$ cat config.mk
export PLATFORM = sky130hd
export DESIGN_NAME = cbal_xor
export DESIGN_NICKNAME = d
export VERILOG_FILES = /design/src/rtl/cbal_xor_pkg.sv /design/src/rtl/cbal_xor_dup_path.sv /design/src/rtl/cbal_xor_pair_check.sv /design/src/rtl/cbal_xor_out_stage.sv /design/src/rtl/cbal_xor.sv
export SDC_FILE = /design/constraint.sdc
export NUM_CORES = 1
export LEC_CHECK = 0
export ABC_AREA = 1
export BUFFER_PORTS_ARGS = -buffer_cell sky130_fd_sc_hd__buf_2
export CAP_MARGIN = 10
export CORE_MARGIN = 1.5
export CORE_UTILIZATION = 43
export DETAILED_ROUTE_END_ITERATION = 7
export HOLD_SLACK_MARGIN = 0.1
export PLACE_DENSITY = 0.76
export SLEW_MARGIN = 20
export SYNTH_ARGS = -nofsm -noshare
export SYNTH_HDL_FRONTEND = slang
export SYNTH_SLANG_ARGS = --single-unit
export TNS_END_PERCENT = 10
$ cat constraint.sdc
create_clock -name clk -period 1.3 [get_ports clk]
set_clock_uncertainty 0.05 [all_clocks]
set_input_delay 0.065 -clock clk [delete_from_list [all_inputs] [get_ports clk]]
set_output_delay 0.065 -clock clk [all_outputs]
set_load 0.01 [all_outputs]
$ cat src/rtl/cbal_xor_pkg.sv
package cbal_xor_pkg;

  // Alternating pair pattern for a word of word_bits bits.
  // odd_one = 0 gives 01 in each pair (even position set), 1 gives 10.
  function automatic logic [63:0] pair_pattern(int word_bits, bit odd_one);
    logic [63:0] p;
    p = '0;
    for (int j = 0; j < word_bits; j++)
      p[j] = odd_one ? (j % 2 == 1) : (j % 2 == 0);
    return p;
  endfunction

  // Correction constant of one path. The upper half uses one pattern and
  // the lower half the other, swapped between the two paths.
  function automatic logic [63:0] path_const(int word_bits, bit upper_path);
    logic [63:0] c;
    logic [63:0] up;
    logic [63:0] lo;
    c  = '0;
    up = pair_pattern(word_bits, !upper_path);
    lo = pair_pattern(word_bits, upper_path);
    for (int j = 0; j < word_bits; j++)
      c[j] = (j >= word_bits / 2) ? up[j] : lo[j];
    return c;
  endfunction

  function automatic logic [63:0] half_mask(int word_bits, bit upper);
    logic [63:0] m;
    m = '0;
    for (int j = 0; j < word_bits; j++)
      m[j] = upper ? (j >= word_bits / 2) : (j < word_bits / 2);
    return m;
  endfunction

endpackage

$ cat src/rtl/cbal_xor_dup_path.sv
module cbal_xor_dup_path #(
  parameter int WORD  = 8,
  parameter bit UPPER = 1'b1
) (
  input  logic [WORD-1:0] op_a,
  input  logic [WORD-1:0] op_b,
  output logic [WORD-1:0] mid
);
  import cbal_xor_pkg::*;

  localparam int HALF = WORD / 2;
  localparam logic [63:0] MASK64 = half_mask(WORD, UPPER);
  localparam logic [63:0] CORR64 = path_const(WORD, UPPER);
  localparam logic [WORD-1:0] MASK = MASK64[WORD-1:0];
  localparam logic [WORD-1:0] CORR = CORR64[WORD-1:0];

  logic [WORD-1:0] iso_a, iso_b, dup_a, dup_b;

  assign iso_a = op_a & MASK;
  assign iso_b = op_b & MASK;

  // Half swap followed by OR places the isolated half in both halves.
  generate
    if (UPPER) begin : g_up
      assign dup_a = iso_a | {{HALF{1'b0}}, iso_a[WORD-1:HALF]};
      assign dup_b = iso_b | {{HALF{1'b0}}, iso_b[WORD-1:HALF]};
    end else begin : g_lo
      assign dup_a = iso_a | {iso_a[HALF-1:0], {HALF{1'b0}}};
      assign dup_b = iso_b | {iso_b[HALF-1:0], {HALF{1'b0}}};
    end
  endgenerate

  assign mid = (dup_a ^ CORR) ^ dup_b;

endmodule

$ cat src/rtl/cbal_xor_pair_check.sv
module cbal_xor_pair_check #(
  parameter int WORD = 8
) (
  input  logic [WORD-1:0] word,
  output logic            all_ok
);
  localparam int PAIRS = WORD / 2;

  logic [PAIRS-1:0] pair_ok;

  generate
    for (genvar i = 0; i < PAIRS; i++) begin : g_pair
      assign pair_ok[i] = word[2*i+1] ^ word[2*i];
    end
  endgenerate

  assign all_ok = &pair_ok;

endmodule

$ cat src/rtl/cbal_xor_out_stage.sv
module cbal_xor_out_stage #(
  parameter int WORD = 8
) (
  input  logic            clk,
  input  logic            rst_n,
  input  logic            take,
  input  logic [WORD-1:0] next_word,
  input  logic            next_ok,
  input  logic            drain,
  output logic            held,
  output logic [WORD-1:0] word_q,
  output logic            ok_q
);

  always_ff @(posedge clk or negedge rst_n) begin
    if (!rst_n) begin
      held   <= 1'b0;
      word_q <= '0;
      ok_q   <= 1'b0;
    end else begin
      if (take) begin
        held   <= 1'b1;
        word_q <= next_word;
        ok_q   <= next_ok;
      end else if (drain) begin
        held <= 1'b0;
      end
    end
  end

endmodule

$ cat src/rtl/cbal_xor.sv
module cbal_xor #(
  parameter  int DATA_BITS = 4,
  localparam int WORD      = 2 * DATA_BITS
) (
  input  logic            clk,
  input  logic            rst_n,
  input  logic            in_valid,
  output logic            in_ready,
  input  logic [WORD-1:0] op_a,
  input  logic [WORD-1:0] op_b,
  output logic            out_valid,
  input  logic            out_ready,
  output logic [WORD-1:0] out_word,
  output logic            out_ok
);
  import cbal_xor_pkg::*;

  localparam logic [63:0] UP64 = half_mask(WORD, 1'b1);
  localparam logic [63:0] LO64 = half_mask(WORD, 1'b0);
  localparam logic [WORD-1:0] UP_MASK = UP64[WORD-1:0];
  localparam logic [WORD-1:0] LO_MASK = LO64[WORD-1:0];

  logic [WORD-1:0] up_mid, lo_mid, merged;
  logic            merged_ok;
  logic            accept;

  cbal_xor_dup_path #(.WORD(WORD), .UPPER(1'b1)) u_up (
    .op_a(op_a), .op_b(op_b), .mid(up_mid)
  );

  cbal_xor_dup_path #(.WORD(WORD), .UPPER(1'b0)) u_lo (
    .op_a(op_a), .op_b(op_b), .mid(lo_mid)
  );

  assign merged = (up_mid & UP_MASK) | (lo_mid & LO_MASK);

  cbal_xor_pair_check #(.WORD(WORD)) u_chk_pairs (
    .word(merged), .all_ok(merged_ok)
  );

  assign in_ready = !out_valid || out_ready;
  assign accept   = in_valid && in_ready;

  cbal_xor_out_stage #(.WORD(WORD)) u_out (
    .clk(clk), .rst_n(rst_n),
    .take(accept), .next_word(merged), .next_ok(merged_ok),
    .drain(out_ready),
    .held(out_valid), .word_q(out_word), .ok_q(out_ok)
  );

endmodule

==> flow_summary.toml, run 1 <==
[outcome]
status = "finished, final reports clean"

[clocking]
root_buffer = "clkbuf_4"
post_cts_buffers = 0
clkSlewWorstSetupHoldPaths_ns = 0.06
clock_latency_ns = 0.25
cts_resized = 0
holdBufCountCts = 18
clockBufferDepth = 2
cts.sinks = 10
h-tree-depth = 1
cts_made_buffers = 3
cts_tree = "built"

[yosys]
synthCells = 96
netlist_area_um2 = 632
ys_ff_latch = 10
ys_types = 13
yosys_warnings = 0
yosysSeqAreaShare_pct = 39.6
syn_avg_cell_area_um2 = 6.58
syn_nets = 116

[power_and_ir_drop]
combinationalPowerShare_pct = 33.4
power_mw = 0.861
swShare_pct = 30.4
p_seq_share_pct = 43.9
ir_worst_vdd_v = 0.000455
p_clk_share_pct = 22.7
power.switching_mw = 0.262
leakagePower_nw = 0.598
p_int_mw = 0.599
pwr_density_cell_nw_per_um2 = 868

[layout]
syn_to_final_growth_pct = 57.0
regArea_um2 = 250
stdcell_count = 161
drive_gt1_share_pct = 26.7
fin_area_um2 = 992
antennaDiodeCount = 0
final_nets = 168
multi_input_area_um2 = 307
final_core_util_pct = 74.4
n_fill_cell = 106

[drt]
vias_per_cell = 4.37
routedWlPerCell_um = 9.20
drcViolationCount = 0
firstDrtPassIters = 4
vias = 703
drtIter0Drc = 8
wl_mm = 1.48
postRouteAntennaNets = 0

[sta]
slew_viol_final = 0
relSlewSlack_pct = 84.9
min_period_ns = 1.16
hold_viol_final = 0
setup_viol = 0
worst_slew_pin_slew_ns = 0.226
fmax_mhz = 862
rsz0062_at_grt = "no"
fin_setup_tns_ns = 0
period_share_pct = 89.3

[floorplanning]
die_h_um = 41.3
ios = 31
die_x_um = 41.3
fp-row-count = 13
coreArea_um2 = 1330
initial_core_util_pct = 47.4
die-area_um2 = 1710

[global_routing]
grt_first_pass_wirelength_mm = 2.21
grt.overflow.total = 0
grt_pass1_vias = 627
track_usage_pct = 19.3
grt_antenna_before_repair = 0
grt_max_degree = 14

[placement]
dp_hpwl_um = 976
port-buffer-count = 30
placed_cells = 140
place_area_um2 = 790
gp_congestion = 0.705

[setup_path]
cp_slowest_cell = "dlygate4sd3_1"
cp-end-kind = "flip-flop"
worst-setup-path-type = "input pin to flip-flop"
cp.arrival_ns = 1.25
critPathRequiredTime_ns = 1.39
start_kind = "input pin"
cp_cell_sequence = "dlygate4sd3_1 -> buf_2 -> inv_1 -> a21oi_4 -> inv_2 -> nand2_1 -> o21ai_2"
crit_fanout = 13
cpPeakStageDelay_ns = 0.52

[job]
drv_cap = 0

[min_path]
hold_class = "input pin to flip-flop"
-- state kept, by name (all words and copies together) (netlist names) --
register	flops
u_out.ok_q	1
u_out.word_q	8
u_out.held	1
-- per-layer routing --
layer  up-vias  share of wire, %  GRT usage, %
met1       296                43          20.1
met3         2               3.5          1.60
met2        20                53          40.2
met5         -                 0             0
met4         0              0.54          4.84
li1        385                 -             -
-- through the flow --
step                      hold WS, ns  setup slack, ns
after global routing            0.149           0.0583
after global placement         -0.117            0.220
final                           0.117            0.139
after floorplan                -0.281            0.174
after CTS                       0.106            0.158
after detailed placement       -0.118            0.194
-- cells by family (layout without fill, tap and decap cells) --
logic type                after synthesis  count (layout)  share of synthesized area, %
and+or+nand+nor                        57              57                          34.1
AOI/OAI and AO/OA                       9               9                          11.7
DFF                                    10              10                          39.6
xor gates and xnor gates                2               2                          2.77
buffers and inverters                  18              68                          11.9
-- final timing paths --
kind / slack, ns / from / depth (start not counted) / to
hold reg to reg: 0.43 / u_out.word_q[6] / 2 / u_out.word_q[6]
setup reg to reg: 0.18 / u_out.held / 4 / u_out.word_q[7]
hold / removal: 0.12 / op_a[7] / 4 / u_out.word_q[7]
setup / recovery: 0.14 / out_ready / 7 / u_out.word_q[7]
min in group asynchronous: 0.15 / rst_n / 2 / u_out.word_q[1]
max in group asynchronous: 0.86 / rst_n / 2 / u_out.word_q[4]
-- placed cells by master (no fill, tap or decap) --
master          n
dfrtp_1        10
o21ai_2         4
o21ai_1         2
buf_2          30
inv_2           1
xor2_1          1
clkbuf_4        3
nand3_1         1
xnor2_1         1
nand2_1        51
inv_1          16
a31oi_1         2
a21oi_4         1
dlygate4sd3_1  18
nor2_1          5
-- cell usage after synthesis, drive strengths merged --
cell   count  area, um^2
nand2     51         191
inv       17        63.8
dfrtp     10         250
o21ai      6        45.0
nor2       5        18.8
a31oi      2        12.5
a21oi      1        16.3
buf        1        11.3
nand3      1        5.00
xnor2      1        8.76
xor2       1        8.76
-- power groups by stage --
| stage | logic (mW) | clock network [mW] | registers [mW] |
|---|---|---|---|
| 2_1_floorplan | 0.124 | 0 | 0.404 |
| 6_report | 0.287 | 0.196 | 0.378 |
| 3_3_place_gp | 0.239 | 0 | 0.383 |
| 3_5_place_dp | 0.245 | 0 | 0.383 |
| 4_1_cts | 0.287 | 0.209 | 0.378 |
| 5_1_grt | 0.325 | 0.220 | 0.382 |
-- worst max-delay path, delay by kind of cell --
kind | cells | cell delay, ns
buffers and inverters | 4 | 0.83
AO/OA/AOI/OAI | 2 | 0.25
AND/OR/NAND/NOR | 1 | 0.10
-- area by class of cell --
| class | instances | share of cell area [%] |
|---|---|---|
| repair buffers | 48 | 33.3 |
| multi-input cells | 68 | 30.9 |
| flip-flops and latches | 10 | 25.2 |
| inverters | 17 | 6.43 |
| clock buffers | 3 | 2.27 |
| well taps | 15 | 1.89 |
No activity file was read; power rests on OpenSTA's default activity.
==> run 2: changes to the inputs <==
ABC_AREA = unset   (was 1)
CORE_AREA = 2 2 39 41   (was unset)
CORE_MARGIN = unset   (was 1.5)
CORE_UTILIZATION = unset   (was 43)
DIE_AREA = 0 0 41 43   (was unset)
PLACE_DENSITY = 0.7   (was 0.76)
==> run 2 against run 1 <==
Compared with the run above: count of clock-buffer cells in the layout is the same; die area grew 3.2%; register-to-register slack lost 0.05 ns; worst setup slack lost 0.021 ns; worst hold slack lost 0.014 ns; cell area shrank 25%; sequential cell count is the same; critical path depth shrank 3; critical endpoint unchanged; largest power group unchanged.
==> flow_summary.toml, run 2 <==
[yosys]
yosys_warnings = 0
syn_nets = 61
ys_ff_latch = 10
yosysMostFrequentCell = "dfrtp_1"
synth_largest_area_cell = "dfrtp_1"
synthCells = 41
synth_commonest_cells = "dfrtp_1, nand2_1, xnor2_1, xor2_1"
synthFlopType = "dfrtp_1"
synth-edff-count = 0
synth.top_cell.area_share_pct = 51.8
yosysSeqAreaShare_pct = 51.8
ys_types = 10
async_flop_share_pct = 100
syn_avg_cell_area_um2 = 11.8
netlist_area_um2 = 483
synthTopCellsByArea = "dfrtp_1, xnor2_1, xor2_1"

[clocking]
clkSlewWorstSetupHoldPaths_ns = 0.06
cts_tree = "built"
h-tree-depth = 1
root_buffer = "clkbuf_4"
post_cts_buffers = 0
cts.sinks = 10
clock_latency_ns = 0.25
cts_made_buffers = 3
clockBufferDepth = 2

[drt]
routedWlPerCell_um = 9.65
drcViolationCount = 0
drtIter0Drc = 2
vias_per_cell = 4.29
vias = 412
firstDrtPassIters = 2
postRouteAntennaNets = 0
wl_um = 926

[global_routing]
grt_pass1_vias = 374
met3_usage_pct = 4.71
track_usage_pct = 13.1
grt_first_pass_wirelength_mm = 1.47
grt-busiest-layer = "met2"
grt.overflow.total = 0
grt_antenna_before_repair = 0
grt_max_degree = 11
grt_util_met1_pct = 14.0
grt.met2_usage_pct = 21.6

[sta]
fin_ws_ns = 0.119
fin_setup_tns_ns = 0
hold_viol_final = 0
slew_viol_final = 0
min_period_ns = 1.18
rsz0062_at_grt = "no"
fmax_mhz = 846
period_share_pct = 90.9
setup_viol = 0
relSlewSlack_pct = 84.4
worst_slew_pin_slew_ns = 0.233

[setup_path]
critPathRequiredTime_ns = 1.39
cp_cell_sequence = "dlygate4sd3_1 -> buf_2 -> nand2_1 -> mux2_2"
r2r_cells = 3
cp.buffers_inverters = 2
cp.arrival_ns = 1.27
path_delay_family = "buffers and inverters"
cp-startpoint = "in_valid"
r2r_end = "u_out.word_q[7]"
worst-setup-path-type = "input pin to flip-flop"
start_kind = "input pin"
cp-end-kind = "flip-flop"
rr_startpoint = "u_out.held"
cp_slowest_cell = "dlygate4sd3_1"
cpPeakStageDelay_ns = 0.53
ff2ff_setup_slack_ns = 0.13
crit_fanout = 6

[placement]
place_ws_ns = 0.123
placed_cells = 87
dp_hpwl_um = 747
gp_congestion = 0.544
port-buffer-count = 30

[floorplanning]
fp-row-count = 14
die-area_um2 = 1760
coreArea_um2 = 1380
die_x_um = 41
ios = 31
die_h_um = 43
initial_core_util_pct = 34.9

[min_path]
hold_path_depth = 3
min_from = "op_b[3]"
min_to = "u_out.word_q[3]"
hold_class = "input pin to flip-flop"

[layout]
largest_register_ffs = 8
n_fill_cell = 131
stdcell_count = 96
antennaDiodeCount = 0
final_nets = 102
layout_commonest_cell = "buf_2"
multi_input_area_um2 = 228
final_core_util_pct = 53.5
top_regs = "u_out.word_q: 8 flops, u_out.held: 1 flops, u_out.ok_q: 1 flops"
drive_gt1_share_pct = 50.0
top_register = "u_out.word_q"
syn_to_final_growth_pct = 53.4
final_cell_mix = "buf_2, dfrtp_1, nand2_1, xor2_1, xnor2_1"
regArea_um2 = 250

[power_and_ir_drop]
p_clk_share_pct = 24.2
leakagePower_nw = 0.378
combinationalPowerShare_pct = 29.7
power.switching_mw = 0.236
p_seq_share_pct = 46.1
ir_worst_vdd_v = 0.000569
pwr_density_cell_nw_per_um2 = 1130
p_int_mw = 0.598
swShare_pct = 28.3

[outcome]
status = "finished, final reports clean"

[job]
drv_cap = 0
-- run 2: cells by family (layout without fill, tap and decap cells) --
kind of cell | Yosys count | in the layout | synth area share, %
XOR/XNOR | 12 | 12 | 21.8
flip-flops | 10 | 10 | 51.8
AND/OR/NAND/NOR | 9 | 9 | 8.55
AO/OA/AOI/OAI | 5 | 5 | 7.51
multiplexers | 4 | 4 | 9.33
buffers and inverters | 1 | 40 | 1.04
-- run 2: area by class of cell --
type                    instances  share of cell area (%)
multi-input cells              30                    30.7
well taps                      16                    2.70
clock buffers                   3                    3.04
repair buffers                 37                    29.7
flip-flops and latches         10                    33.8
-- run 2: repair_timing --
item | in CTS | in global routing
endpoints found under the setup margin | 0 | 1
gates resized for setup | 0 | 1
hold endpoints to repair | 13 | 0
hold buffers | 6 | 0
-- run 2: worst reg2reg max path, stage by stage, from the launching register on --
cell and delay (ns):
dfrtp_1 0.36, nand2b_2 0.08, nand2_1 0.20, mux2_2 0.37
-- run 2: power groups by stage --
stage               registers, mW  clock network (mW)  logic [mW]
CTS                         0.385               0.209       0.252
finish                      0.384               0.202       0.248
global placement            0.390                   0       0.231
floorplan                   0.416                   0       0.104
detailed placement          0.390                   0       0.237
global route                0.391               0.227       0.279
-- run 2: through the flow --
step,area [um^2],hold slack [ns],power (mW)
after global routing,741,0.122,0.898
after detailed placement,656,-0.112,0.627
final,741,0.104,0.833
after floorplan,483,-0.281,0.520
after global placement,656,-0.117,0.621
after CTS,738,0.102,0.845
-- run 2: per-layer routing --
| layer | wire (um) | part of all wire, % |
|---|---|---|
| met1 | 376 | 41 |
| met2 | 468 | 51 |
| met3 | 82 | 8.9 |
| met4 | 0 | 0 |
| met5 | 0 | 0 |
-- run 2: worst max path at each step --
stage	endpoint	slack (ns)	depth (start not counted)
4_1_cts	u_out.held	0.05	3
5_1_grt	u_out.ok_q	0.01	5
6_report	u_out.word_q[7]	0.12	4
3_5_place_dp	u_out.word_q[7]	0.12	3
3_3_place_gp	u_out.word_q[6]	0.16	3
2_1_floorplan	u_out.ok_q	0.01	4
